<file path="src/rtl/asu_pkg.sv">
package asu_pkg;
   typedef enum logic [2:0] {
      OP_ADD  = 3'd0,
      OP_SUB  = 3'd1,
      OP_CMPU = 3'd2,
      OP_CMPS = 3'd3,
      OP_MIN  = 3'd4,
      OP_MAX  = 3'd5,
      OP_SMIN = 3'd6,
      OP_SMAX = 3'd7
   } asu_op_e;
endpackage

</file>
<file path="src/rtl/asu_addsub.sv">
module asu_addsub #(
   parameter int WIDTH = 16
) (
   input  logic [WIDTH-1:0] a,
   input  logic [WIDTH-1:0] b,
   input  logic             sub,
   output logic [WIDTH-1:0] sum,
   output logic             cout
);
   localparam int EXT = WIDTH + 1;
   logic [EXT-1:0] total;
   logic [WIDTH-1:0] b_eff;

   always_comb begin
      b_eff = sub ? ~b : b;
      total = {1'b0, a} + {1'b0, b_eff} + {{(EXT-1){1'b0}}, sub};
      sum   = total[WIDTH-1:0];
      cout  = total[EXT-1];
   end
endmodule

</file>
<file path="src/rtl/asu_cmp.sv">
module asu_cmp #(
   parameter int WIDTH = 16,
   parameter int STYLE = 0
) (
   input  logic [WIDTH-1:0] a,
   input  logic [WIDTH-1:0] b,
   output logic             gt_u,
   output logic             gt_s
);
   localparam int MSB = WIDTH - 1;

   generate
      if (STYLE == 0) begin : g_subtract
         logic [WIDTH:0]   diff;
         logic             ovf;
         always_comb begin
            diff = {1'b0, b} - {1'b0, a};
            ovf  = (b[MSB] != a[MSB]) && (diff[MSB] != b[MSB]);
            gt_u = diff[WIDTH];
            gt_s = diff[MSB] ^ ovf;
         end
      end else begin : g_relational
         always_comb begin
            gt_u = a > b;
            gt_s = $signed(a) > $signed(b);
         end
      end
   endgenerate
endmodule

</file>
<file path="src/rtl/asu_pcreg.sv">
module asu_pcreg #(
   parameter int              WIDTH    = 16,
   parameter logic [WIDTH-1:0] RESET_PC = '0
) (
   input  logic             clk,
   input  logic             rst_n,
   input  logic             wr_en,
   input  logic [WIDTH-1:0] wr_val,
   input  logic             carry_en,
   input  logic             carry_val,
   output logic [WIDTH-1:0] pc_q
);
   logic [WIDTH-2:0] addr_q;
   logic             carry_q;

   always_ff @(posedge clk) begin
      if (!rst_n) begin
         addr_q <= RESET_PC[WIDTH-1:1];
      end else if (wr_en) begin
         addr_q <= wr_val[WIDTH-1:1];
      end
   end

   always_ff @(posedge clk) begin
      if (!rst_n) begin
         carry_q <= RESET_PC[0];
      end else if (carry_en) begin
         carry_q <= carry_val;
      end
   end

   assign pc_q = {addr_q, carry_q};
endmodule

</file>
<file path="src/rtl/asu_pc_carry.sv">
module asu_pc_carry #(
   parameter int               WIDTH     = 16,
   parameter int               CMP_STYLE = 0,
   parameter logic [WIDTH-1:0] RESET_PC  = 16'h0100
) (
   input  logic             clk,
   input  logic             rst_n,
   input  logic             op_valid,
   input  logic [2:0]       op_sel,
   input  logic [WIDTH-1:0] opa,
   input  logic [WIDTH-1:0] opb,
   input  logic             pc_wr_en,
   input  logic [WIDTH-1:0] pc_wr_val,
   output logic [WIDTH-1:0] res_o,
   output logic             wb_en_o,
   output logic             carry_next_o,
   output logic [WIDTH-1:0] pc_o
);
   import asu_pkg::*;

   generate
      if (WIDTH < 2) begin : g_bad_width
         $error("asu_pc_carry: WIDTH must be at least 2");
      end
      if (RESET_PC[0] != 1'b0) begin : g_bad_reset
         $error("asu_pc_carry: RESET_PC must be even");
      end
      if (CMP_STYLE != 0 && CMP_STYLE != 1) begin : g_bad_style
         $error("asu_pc_carry: CMP_STYLE must be 0 or 1");
      end
   endgenerate

   asu_op_e          op;
   logic [WIDTH-1:0] sum;
   logic             cout;
   logic             gt_u;
   logic             gt_s;
   logic             op_carry;

   assign op = asu_op_e'(op_sel);

   asu_addsub #(.WIDTH(WIDTH)) u_addsub (
      .a    (opa),
      .b    (opb),
      .sub  (op != OP_ADD),
      .sum  (sum),
      .cout (cout)
   );

   asu_cmp #(.WIDTH(WIDTH), .STYLE(CMP_STYLE)) u_cmp (
      .a    (opa),
      .b    (opb),
      .gt_u (gt_u),
      .gt_s (gt_s)
   );

   always_comb begin
      res_o    = sum;
      wb_en_o  = 1'b0;
      op_carry = cout;
      unique case (op)
         OP_ADD, OP_SUB: begin
            wb_en_o  = 1'b1;
            op_carry = cout;
         end
         OP_CMPU: op_carry = gt_u;
         OP_CMPS: op_carry = gt_s;
         OP_MIN: begin
            wb_en_o  = 1'b1;
            op_carry = gt_u;
            res_o    = gt_u ? opb : opa;
         end
         OP_MAX: begin
            wb_en_o  = 1'b1;
            op_carry = gt_u;
            res_o    = gt_u ? opa : opb;
         end
         OP_SMIN: begin
            wb_en_o  = 1'b1;
            op_carry = gt_s;
            res_o    = gt_s ? opb : opa;
         end
         OP_SMAX: begin
            wb_en_o  = 1'b1;
            op_carry = gt_s;
            res_o    = gt_s ? opa : opb;
         end
         default: ;
      endcase
      if (!op_valid) wb_en_o = 1'b0;
   end

   assign carry_next_o = op_valid ? op_carry : pc_o[0];

   asu_pcreg #(.WIDTH(WIDTH), .RESET_PC(RESET_PC)) u_pcreg (
      .clk       (clk),
      .rst_n     (rst_n),
      .wr_en     (pc_wr_en),
      .wr_val    (pc_wr_val),
      .carry_en  (op_valid),
      .carry_val (op_carry),
      .pc_q      (pc_o)
   );
endmodule

</file>
<file path="config.mk">
export PLATFORM = sky130hd
export DESIGN_NAME = asu_pc_carry
export DESIGN_NICKNAME = d
export VERILOG_FILES = /design/src/rtl/asu_pkg.sv /design/src/rtl/asu_addsub.sv /design/src/rtl/asu_cmp.sv /design/src/rtl/asu_pcreg.sv /design/src/rtl/asu_pc_carry.sv
export SDC_FILE = /design/constraint.sdc
export NUM_CORES = 1
export LEC_CHECK = 0
export ABC_CLOCK_PERIOD_IN_PS = 5700
export BUFFER_PORTS_ARGS = -buffer_cell sky130_fd_sc_hd__buf_2
export CELL_PAD_IN_SITES_DETAIL_PLACEMENT = 1
export CELL_PAD_IN_SITES_GLOBAL_PLACEMENT = 1
export CORE_ASPECT_RATIO = 1.4
export CORE_MARGIN = 2
export CORE_UTILIZATION = 37
export CTS_CLUSTER_SIZE = 20
export DETAILED_ROUTE_END_ITERATION = 12
export MAX_ROUTING_LAYER = met4
export PLACE_DENSITY_LB_ADDON = 0.1
export SLEW_MARGIN = 0
export SYNTH_ARGS = -nofsm -noshare
export SYNTH_HDL_FRONTEND = slang
export SYNTH_SLANG_ARGS = --single-unit
</file>
<file path="constraint.sdc">
create_clock -name clk -period 5.7 [get_ports clk]
set_input_delay 1.14 -clock clk [delete_from_list [all_inputs] [get_ports clk]]
set_output_delay 1.14 -clock clk [all_outputs]
set_load 0.005 [all_outputs]
</file>
# After elaboration in Yosys (flattened, before gate mapping)
# Cells that the tools add are included.
word_totals:
  out_inout_bits: 34
  input_bits: 55
  reg_bits: 16
  elab_cells: 33
op_classes:
  muxes: 10
  n_addsub: 3
  n_eq_ne: 9
  bitwise_logic: 2
  reduce_logical: 7
ops:
  columns: ["cell", "count"]
  rows:
  - ["$mux W16", 5]
  - ["$pmux W16 S4", 1]
  - ["$add A16 B16 Y17", 1]
  - ["$add A17 B1 Y17", 1]
  - ["$sub A16 B16 Y17", 1]
  - ["$not A16 Y16", 1]
  - ["$eq A3 B3 Y1 const B", 4]
  - ["$eq A3 B2 Y1 const B", 2]
  - ["$reduce_or A3 Y1", 2]
  - ["$reduce_or A6 Y1", 1]
  - ["$eq A3 B1 Y1 const B", 1]
  - ["$logic_not A3 Y1", 1]
  - ["$mux W1", 3]
  - ["$pmux W1 S3", 1]
  - ["$reduce_bool A3 Y1", 1]
  - ["$ne A1 B1 Y1", 2]
  - ["$reduce_or A2 Y1", 1]
  - ["$logic_and A1 B1 Y1", 1]
  - ["$xor A1 B1 Y1", 1]

# Longest topological paths before layout
# Gate-level depths: netlist of run 1.
logic_depth:
  word_depth: 6
  ltp_mapped: 16
  mapped_depth_nobuf: 15

# Modules after synthesis
# A second synthesis of run 1 with hierarchy kept.
unflattened:
  hier_cells: 328
  hier_area_um2: 2652.5
by_module_without_submodules:
  columns: ["mod", "area_per_inst_um2", "seq_area_each_um2", "instances", "cells_each"]
  rows:
  - ["asu_addsub", 919.6, 0.0, 1, 122]
  - ["asu_pc_carry", 691.9, 0.0, 1, 101]
  - ["asu_pcreg", 620.6, 320.3, 1, 52]
  - ["asu_cmp", 420.4, 0.0, 1, 53]

# Worst setup path before layout of run 1
# Ideal clock, no wire load.
synth_timing:
  path_kind: "input-to-output"
  start: "in op_sel[0]"
  end: "out res_o[13]"
  slack_ps: 301
  arrival_ps: 4259
  stages: 12
  required_ps: 4560
  n_path_buf: 2
  cell_sequence: "buf_1 -> nor3_1 -> buf_2 -> xnor2_1 -> ha_1 -> a2111o_1 -> a31o_4 -> a41oi_4 -> o21bai_2 -> a211oi_2 -> xor2_1 -> o221ai_1"
synth_between:
  elab_chain_cells: 5
  word_cells_on_any_way: 9
  cone_classes: "add/sub (2); eq/ne (4); mux (2); reduce/logical (1)"
synth_rtl:
  columns: ["element", "line_no", "text"]
  rows:
  - ["start, declared", "asu_pc_carry.sv:9", "input logic [2:0] op_sel,"]
  - ["$reduce_bool A3 Y1", "asu_pc_carry.sv:45", ".sub (op != OP_ADD),"]
  - ["$mux W16", "asu_addsub.sv:15", "b_eff = sub ? ~b : b;"]
  - ["$add A16 B16 Y17", "asu_addsub.sv:16", "total = {1'b0, a} + {1'b0, b_eff} + {{(EXT-1){1'b0}}, sub};"]
  - ["$add A17 B1 Y17", "asu_addsub.sv:16", null]
  - ["$pmux W16 S4 (*)", "asu_pc_carry.sv:61", "unique case (op)"]
  - ["end, declared", "asu_pc_carry.sv:14", "output logic [WIDTH-1:0] res_o,"]
# Mark *: on every way between the ends. The rest lies on a longest branch, timed or not.

# Worst setup path in the final report of run 1
layout_timing:
  start: "in opa[1]"
  end: "out res_o[3]"
layout_between:
  elab_chain_cells: 6
  word_cells_on_any_way: 11
  cone_classes: "add/sub (3); eq/ne (1); mux (5); bitwise (1); reduce/logical (1)"
layout_rtl:
  columns: ["element", "line_no", "text"]
  rows:
  - ["start, declared", "asu_pc_carry.sv:10", "input logic [WIDTH-1:0] opa,"]
  - ["branches (longest 5 deep; another with $add A16 B16 Y17)", null, null]
  - ["$pmux W16 S4 (*)", "asu_pc_carry.sv:61", null]
# Every way passes the cells marked *.

==> key figures, run 1 <==
Floorplanning
  • FP Rows: 35
  • Core Area: roughly 6600 um2
  • Die Footprint: 7590 um2
  • Die width: about 74 um
  • Initial Util: 0.386
  • IO Count: 89
  • Die Ht: 102 um

Final layout
  • Area Overhead vs Synth: 23.7%
  • N_diodes: 0
  • Layout cells sized above 1: 0.275
  • Most common cell after layout, fill and taps aside: buf_2
  • Final instance area: 3160 um2
  • Layout net count: just under 500
  • Final core utilization: 0.478
  • Most frequent cells in the layout: buf_2, ha_1, mux2i_1
  • Number of fill cells: 848

Critical path
  • Setup crit start kind: input port
  • Crit-path max FO: 9
  • CP required: 4560 ps
  • Worst setup EP type: output port
  • Crit-path most repeated cell: buf_2
  • Crit path max-delay family: compound AO/OA/AOI/OAI gates
  • Worst path cell trace: buf_2 -> inv_1 -> ha_1 -> nand2b_1 -> a21oi_2 -> nor2b_1 -> o31a_1 -> o21ai_0 -> a21o_1 -> a31oi_1 -> fa_1 -> nand3b_1 -> o311a_1 -> o2111ai_2 -> buf_4 -> o311ai_0 -> buf_2
  • Slowest-stage cell, CP: fa_1
  • Critical Path Max Stage Delay: 470 ps
  • Worst path bufs/invs: 4
  • Worst Setup Path Type: input port to output port
  • CP arrival: 4270 ps

Clock tree
  • CTS Buffer Depth: 2
  • Clock sink total: 16
  • Clock slew at reported path FFs: 60 ps
  • H-tree Lvls: 1
  • CTS Root Buffer Type: clkbuf_8
  • CTS tree: yes
  • Number of buffers created by CTS: 3
  • Clock Latency Late Sink: 250 ps
  • Hold buffers post-CTS: 0

Detailed routing
  • Drt via density: between 5 and 6
  • Final WL: 7350 um
  • Initial DRC Count: 49
  • Drt pass-1 iters: 4
  • Drt wl/cell: 14.9 um
  • Antenna-violating nets left: 0
  • Via count: 2682
  • Post-route DRC violation count: 0

Synthesis
  • Predominant post-synthesis flop cell: dfxtp_1
  • Yosys warnings: 0
  • Average size of a mapped cell: roughly 8 um2
  • Synth top area cells: ha_1, dfxtp_1, mux2i_1, xnor2_1, a21oi_1
  • Syn nets: 408
  • Share of flip-flops with an asynchronous set or reset: 0
  • Sequential cell area fraction in the yosys report: 0.125
  • Number of flops mapped to enable cells by yosys: 0
  • Synth area leader: ha_1
  • Mapped cell area: 2550 um2
  • Yosys top cell area share: 0.162
  • Mapped Cells: approximately 320
  • Register bit total from synthesis: 16
  • Distinct cell type count after synthesis: 58

GRT
  • Largest net degree at the start of global routing: 29
  • Tot GR Track Use: 0.205
  • Remaining global-route overflow: 0
  • Vias in the first global route: 2650
  • First-pass GRT wire length: 12000 um
  • Initial antenna violation count: 0

STA
  • RSZ-0062 raised after global routing: no
  • Final-report setup violation count: 0
  • Slew Limit Fails: 0
  • Final hold violations: 0
  • Setup_tns: 0 ps
  • Clock Skews: 0 ps
  • Crit share post-route: 0.948
  • Actual slew at the worst max-slew pin: 577 ps
  • Rel. slew slack: 0.613
  • Maximum clock frequency: 185 MHz
  • Min Tclk post-route: 5410 ps
  • Worst setup margin: roughly 300 ps

Placed design
  • PortBufs: 87
  • Dpl cell area: just over 3000 um2
  • Pre-CTS WS: 214 ps
  • Post-DP HPWL: 6200 um
  • Placer Congestion: ~0.91

Pwr
  • Worst VDD drop: 0.139 mV
  • Power Density: ~180 nW/um2
  • Power Total: roughly 550 uW
  • LEAKAGE: 0.00154 uW

Min path
  • Hold Crit Class: register to register

Job
  • Total of max-cap violations: 0

Outcome
  • Status: finished, final reports clean
final timing paths:
check,from,to,slack [ps],cells past startpoint
worst max-delay path,opa[1],res_o[3],290,17
worst min-delay path,u_pcreg.addr_q[7],u_pcreg.addr_q[7],480,2
worst max register to register,u_pcreg.carry_q,u_pcreg.carry_q,4970,2
worst min register to register,u_pcreg.addr_q[7],u_pcreg.addr_q[7],480,2
cells by family after synthesis:
logic type	synth area share
adders and majority gates	0.177
DFF	0.125
AOI/OAI and AO/OA	0.255
muxes	0.106
and+or+nand+nor	0.171
buffers and inverters	0.0613
xor gates and xnor gates	0.103
sequential cells by signal, indices dropped and copies added, names as in the netlist:
register         count
u_pcreg.carry_q      1
u_pcreg.addr_q      15
layer usage:
metal / wire [um] / GRT usage / share of wire
met5: 0 / - / 0
met4: 106 / 0.0657 / 0.014
met3: 189 / 0.00888 / 0.026
met2: 4140 / 0.401 / 0.56
met1: 2920 / 0.212 / 0.40
per-stage QoR:
step / std cells / hold slack [ps]
floorplan: 318 / 467
global placement: 488 / 459
detailed placement: 488 / 465
CTS: 492 / 483
global route: 492 / 517
finish: 492 / 479
final cells by class:
type	instances	area, um2	area share
well taps	92	115	0.0364
multi-input cells	263	2080	0.660
clock buffers	4	55.1	0.0174
flip-flops and latches	16	320	0.101
repair buffers	93	493	0.156
inverters	24	90.1	0.0285
worst reg2reg max path, stage by stage, from the launching register on:
cell	delay (ps)
dfxtp_1	310
o32a_1	160
and2_1	150
power breakdown:
| group | switching [uW] | internal, uW |
|---|---|---|
| clock network | 38.9 | 61.3 |
| registers | 3.35 | 119 |
| logic | 178 | 154 |
Yosys cell counts (2+ instances only):
| library cell | instances |
|---|---|
| and3_1 | 3 |
| clkbuf_1 | 9 |
| or4_4 | 2 |
| o21ai_0 | 14 |
| nor2b_1 | 17 |
| o211ai_1 | 4 |
| o311ai_0 | 5 |
| buf_1 | 2 |
| buf_2 | 2 |
| a21oi_1 | 23 |
| nor3_1 | 4 |
| nand3_1 | 15 |
| a211oi_1 | 2 |
| a31oi_1 | 2 |
| nor2_1 | 11 |
| xnor2_1 | 23 |
| buf_4 | 2 |
| nand3b_1 | 3 |
| o221ai_1 | 3 |
| mux2i_1 | 26 |
| fa_1 | 2 |
| a311oi_1 | 2 |
| dfxtp_1 | 16 |
| a21o_1 | 6 |
| nand2_1 | 22 |
| xor2_1 | 7 |
| inv_1 | 24 |
| ha_1 | 33 |
| o21a_1 | 3 |
| nand2b_1 | 3 |
timing repair:
action | in CTS | in global routing
endpoints found under the hold margin | 0 | 0
gates resized for setup | 0 | 1
endpoints found under the setup margin | 0 | 1
buffers inserted | 0 | 0
(Power assumes the default switching activity.)
==> inputs of run 2 (changes only) <==
==> constraint.sdc (replaced) <==
create_clock -name clk -period 5.7 [get_ports clk]
set_input_delay 0.855 -clock clk [delete_from_list [all_inputs] [get_ports clk]]
set_output_delay 0.855 -clock clk [all_outputs]
set_load 0.005 [all_outputs]
==> run 2 against run 1 <==
Critical path type unchanged. Sequential share of layout area rose by 0.077 points. Sequential power about the same. Register-to-register slack lost 20 ps. Cell count decreased by 0.20%. Design area decreased by 0.75%. Clock-buffer cell count is the same.
==> key figures, run 2 (synthesized netlist as in run 1, its figures left out) <==
GRT
  • First-pass GRT wire length: 12300 um (+2.9%)
  • Largest net degree at the start of global routing: 29 (unchanged)
  • Vias in the first global route: 2713 (+2.4%)
  • Remaining global-route overflow: 0 (unchanged)
  • Initial antenna violation count: 0 (unchanged)
  • Tot GR Track Use: 0.211 (+0.00634)

Floorplanning
  • FP Rows: 35 (unchanged)
  • Die Ht: 102 um (unchanged)
  • Core Area: 6610 um2 (unchanged)
  • Die width: 74.2 um (unchanged)
  • Initial Util: 0.386 (unchanged)
  • Die Footprint: 7590 um2 (unchanged)
  • IO Count: 89 (unchanged)

Detailed routing
  • Final WL: 7420 um (+0.94%)
  • Drt via density: 5.40 (-0.99%)
  • Drt wl/cell: 15.1 um (+1.1%)
  • Via count: 2650 (-1.2%)
  • Post-route DRC violation count: 0 (unchanged)
  • Initial DRC Count: 57 (+16%)
  • Drt pass-1 iters: 4 (unchanged)
  • Antenna-violating nets left: 0 (unchanged)

Final layout
  • Final instance area: 3130 um2 (-0.75%)
  • Layout cells sized above 1: 0.271 (-0.00432)
  • Area Overhead vs Synth: 22.8%
  • Most common cell after layout, fill and taps aside: buf_2
  • Max reg flops: 15 (unchanged)
  • Layout net count: 490 (-0.20%)
  • Largest register by flop count: u_pcreg.addr_q
  • Biggest regs: u_pcreg.addr_q (15), u_pcreg.carry_q (1)
  • Most frequent cells in the layout: buf_2, ha_1, mux2i_1
  • N_diodes: 0 (unchanged)
  • Non-filler cells, final: 491 (-0.20%)

STA
  • RSZ-0062 raised after global routing: no
  • Final-report setup violation count: 0 (unchanged)
  • Maximum clock frequency: 195 MHz (+5.6%)
  • Final hold violations: 0 (unchanged)
  • Actual slew at the worst max-slew pin: 685 ps (+108 ps)
  • Setup_tns: 0 ps (unchanged)
  • Slew Limit Fails: 0 (unchanged)
  • Min Tclk post-route: 5120 ps (-284 ps)
  • Min Hold Slack: 479 ps (-0.432 ps)
  • Worst setup margin: 578 ps (+284 ps)
  • Clock Skews: 0 ps (unchanged)
  • Rel. slew slack: 0.543 (-0.0695)
  • Crit share post-route: 0.899 (-0.0499)

Min path
  • Hold Crit Class: register to register

Outcome
  • Status: finished, final reports clean

Critical path
  • Critical path launch point: opa[1]
  • CP required: 4850 ps (+290 ps)
  • CP arrival: 4270 ps (about the same)
  • RR Endpoint: u_pcreg.carry_q
  • Worst Setup Path Type: input port to output port
  • Crit-path max FO: 13 (+4)
  • Worst setup EP type: output port
  • R2r startpoint: u_pcreg.carry_q
  • Setup crit start kind: input port
  • Worst setup path endpoint: res_o[3]
  • R2r setup slk: 4950 ps (-20 ps)
  • Reg2Reg Depth: 2 (unchanged)

Placed design
  • PortBufs: 87 (unchanged)
  • Post-Place Cells: 487 (-0.20%)
  • Pre-CTS WS: 487 ps (+273 ps)
  • Dpl cell area: 3080 um2 (-0.65%)
  • Placer Congestion: 0.908 (-0.61%)
  • Post-DP HPWL: 6280 um (+1.3%)

Clock tree
  • Post-CTS sizing: 0 (unchanged)
  • Clock sink total: 16 (unchanged)
  • Hold buffers post-CTS: 0 (unchanged)
  • Post-CTS Setup Inserts: 0 (unchanged)
  • Number of buffers created by CTS: 3 (unchanged)
  • CTS Root Buffer Type: clkbuf_8
  • H-tree Lvls: 1 (unchanged)
  • Clock slew at reported path FFs: 60 ps (about the same)
  • Clock Latency Late Sink: 250 ps (about the same)
  • CTS tree: yes
  • CTS Buffer Depth: 2 (unchanged)

Pwr
  • Power Density: 176 nW/um2 (+0.12%)
  • Worst VDD drop: 0.198 mV (+42%)
  • LEAKAGE: 0.00154 uW (-0.49%)

Job
  • Total of max-cap violations: 0 (unchanged)
-- run 2: final cells by class --
class / count / area (um2)
fill: 849 / 3480
multi-input combinational: 263 / 2080
inverter: 24 / 90.1
clock buffer: 4 / 55.1
sequential: 16 / 320
tap: 92 / 115
timing repair buffer: 92 / 473
-- run 2: how the worst min path moves through the flow --
stage	from	end	slack, ps	depth (start not counted)
finish	u_pcreg.addr_q[7]	u_pcreg.addr_q[7]	480	2
global route	u_pcreg.addr_q[7]	u_pcreg.addr_q[7]	500	2
CTS	u_pcreg.addr_q[7]	u_pcreg.addr_q[7]	480	2
detailed placement	u_pcreg.addr_q[7]	u_pcreg.addr_q[7]	460	2
global placement	u_pcreg.addr_q[7]	u_pcreg.addr_q[7]	460	2
floorplan	u_pcreg.addr_q[7]	u_pcreg.addr_q[7]	470	2
-- run 2: where the power goes --
part	switching (uW)	internal, uW	total (uW)	leakage, uW
Sequential	3.34	119	122	0.000132
Clock	40.1	61.3	101	0.0000288
Combinational	177	150	327	0.00137
Total	220	330	550	0.00154
-- run 2: worst max-delay path, cell delays in order --
cell and delay, ps:
buf_2 110, inv_1 70, ha_1 280, nand2b_1 50
a21oi_1 220, nor2b_1 90, o31a_1 250, o21ai_0 160
a21o_1 130, a31oi_1 110, fa_1 470, nand3b_1 130
o311a_1 170, o2111ai_2 350, buf_4 350, o311ai_0 300
buf_2 180
-- run 2: layer usage --
| metal | routed length [um] | GRT usage |
|---|---|---|
| met5 | 0 | - |
| met4 | 149 | 0.0629 |
| met3 | 191 | 0.0118 |
| met2 | 4190 | 0.418 |
| met1 | 2890 | 0.215 |
-- run 2: metrics by stage --
| stage | utilization | power, uW |
|---|---|---|
| 2_1_floorplan | - | 345 |
| 3_3_place_gp | 0.466 | 446 |
| 3_5_place_dp | 0.466 | 456 |
| 4_1_cts | 0.474 | 559 |
| 5_1_grt | 0.474 | 602 |
| 6_report | 0.474 | 550 |
==> inputs of run 3 (changes only) <==
RECOVER_POWER = 25   (was default)
==> run 3 against run 2 <==
Clock power about the same. Critical path depth unchanged. Sequential cell count unchanged. Non-clock buffer count unchanged. Sequential power about the same. Clock-buffer cell count unchanged. Register-to-register slack about the same. Largest cell class unchanged.
==> key figures, run 3 (synthesized netlist as in run 1, its figures left out) <==
GRT
  • Vias in the first global route: 2713 (unchanged)
  • Largest net degree at the start of global routing: 29 (unchanged)
  • Initial antenna violation count: 0 (unchanged)
  • Tot GR Track Use: 0.211 (unchanged)
  • First-pass GRT wire length: 12300 um (unchanged)
  • Remaining global-route overflow: 0 (unchanged)

Detailed routing
  • Initial DRC Count: 57 (unchanged)
  • Post-route DRC violation count: 0 (unchanged)
  • Drt wl/cell: 15.1 um (about the same)
  • Final WL: 7430 um (about the same)
  • Antenna-violating nets left: 0 (unchanged)
  • Drt pass-1 iters: 4 (unchanged)
  • Drt via density: 5.40 (about the same)
  • Via count: 2651 (+0.038%)

Floorplanning
  • Core Area: 6610 um2 (unchanged)
  • FP Rows: 35 (unchanged)
  • Die width: 74.2 um (unchanged)
  • Die Footprint: 7590 um2 (unchanged)
  • IO Count: 89 (unchanged)
  • Initial Util: 0.386 (unchanged)
  • Die Ht: 102 um (unchanged)

STA
  • Actual slew at the worst max-slew pin: 1010 ps (+326 ps)
  • Clock Skews: 0 ps (unchanged)
  • Final-report setup violation count: 0 (unchanged)
  • Rel. slew slack: 0.326 (-0.217)
  • Setup_tns: 0 ps (unchanged)
  • RSZ-0062 raised after global routing: no
  • Min Tclk post-route: 5120 ps (unchanged)
  • Final hold violations: 0 (unchanged)
  • Crit share post-route: 0.899 (unchanged)
  • Slew Limit Fails: 0 (unchanged)
  • Maximum clock frequency: 195 MHz (unchanged)

Final layout
  • Largest register by flop count: u_pcreg.addr_q
  • Area Overhead vs Synth: 22.7% (about the same)
  • Most common cell after layout, fill and taps aside: buf_2
  • Max reg flops: 15 (unchanged)
  • Biggest regs: u_pcreg.addr_q (15), u_pcreg.carry_q (1)
  • Layout cells sized above 1: 0.268 (-0.00251)
  • Most frequent cells in the layout: buf_2, ha_1, mux2i_1
  • Layout net count: 490 (unchanged)
  • N_diodes: 0 (unchanged)
  • Non-filler cells, final: 491 (unchanged)

Placed design
  • Placer Congestion: 0.908 (unchanged)
  • Post-Place Cells: 487 (unchanged)
  • PortBufs: 87 (unchanged)
  • Post-DP HPWL: 6280 um (unchanged)

Pwr
  • Worst VDD drop: 0.198 mV (about the same)
  • LEAKAGE: 0.00153 uW (-0.18%)
  • Power Density: 176 nW/um2 (about the same)
  • Power Total: 551 uW (about the same)

Clock tree
  • Post-CTS sizing: 0 (unchanged)
  • Clock sink total: 16 (unchanged)
  • Number of buffers created by CTS: 3 (unchanged)
  • CTS Root Buffer Type: clkbuf_8
  • CTS tree: yes
  • Hold buffers post-CTS: 0 (unchanged)
  • CTS Buffer Depth: 2 (unchanged)
  • Clock Latency Late Sink: 250 ps (about the same)
  • H-tree Lvls: 1 (unchanged)
  • Clock slew at reported path FFs: 60 ps (about the same)
  • Post-CTS Setup Inserts: 0 (unchanged)

Job
  • Total of max-cap violations: 0 (unchanged)

Critical path
  • CP arrival: 4270 ps (about the same)
  • Worst Setup Path Type: input port to output port
  • CP required: 4850 ps (about the same)
  • Setup crit start kind: input port
  • Crit-path max FO: 13 (unchanged)
  • Worst setup EP type: output port

Min path
  • Hold Crit Class: register to register

Outcome
  • Status: finished, final reports clean
[run 3: metrics by stage]
step	hold WS [ps]	util	setup WS (ps)	area, um2
2_1_floorplan	467	-	871	2550
3_3_place_gp	460	0.466	537	3080
3_5_place_dp	462	0.466	487	3080
4_1_cts	481	0.474	475	3130
5_1_grt	503	0.474	79.0	3130
6_report	479	0.474	578	3130
[run 3: layer usage]
| metal | track usage | vias up | share of wire |
|---|---|---|---|
| met5 | - | - | 0 |
| met1 | 0.215 | 1259 | 0.39 |
| met3 | 0.0118 | 11 | 0.026 |
| met4 | 0.0629 | 0 | 0.020 |
| met2 | 0.418 | 63 | 0.56 |
| li1 | - | 1318 | - |
[run 3: final timing paths]
path / startpoint / to / slack, ps / cells after the start
setup reg to reg: u_pcreg.carry_q / u_pcreg.carry_q / 4950 / 2
hold / removal: u_pcreg.addr_q[7] / u_pcreg.addr_q[7] / 480 / 2
setup / recovery: opa[1] / res_o[3] / 580 / 17
hold reg to reg: u_pcreg.addr_q[7] / u_pcreg.addr_q[7] / 480 / 2
[run 3: cell type report]
type | instances | area (um2)
Fill cell | 850 | 3480
Inverter | 24 | 90.1
Sequential cell | 16 | 320
Tap cell | 92 | 115
Timing Repair Buffer | 92 | 472
Multi-Input combinational cell | 263 | 2080
Clock buffer | 4 | 55.1
[run 3: where the power goes]
part	total, uW	internal, uW	switching [uW]
clock	101	61.3	40.1
sequential	122	119	3.34
combinational	327	150	177
total	551	331	220
[run 3: critical path, cell delays in order]
cell       delay (ps)
buf_2             110
inv_1              70
ha_1              280
nand2b_1           50
a21oi_1           220
nor2b_1            90
o31a_1            250
o21ai_0           160
a21o_1            130
a31oi_1           110
fa_1              470
nand3b_1          130
o311a_1           170
o2111ai_2         350
buf_4             350
o311ai_0          300
buf_2             180
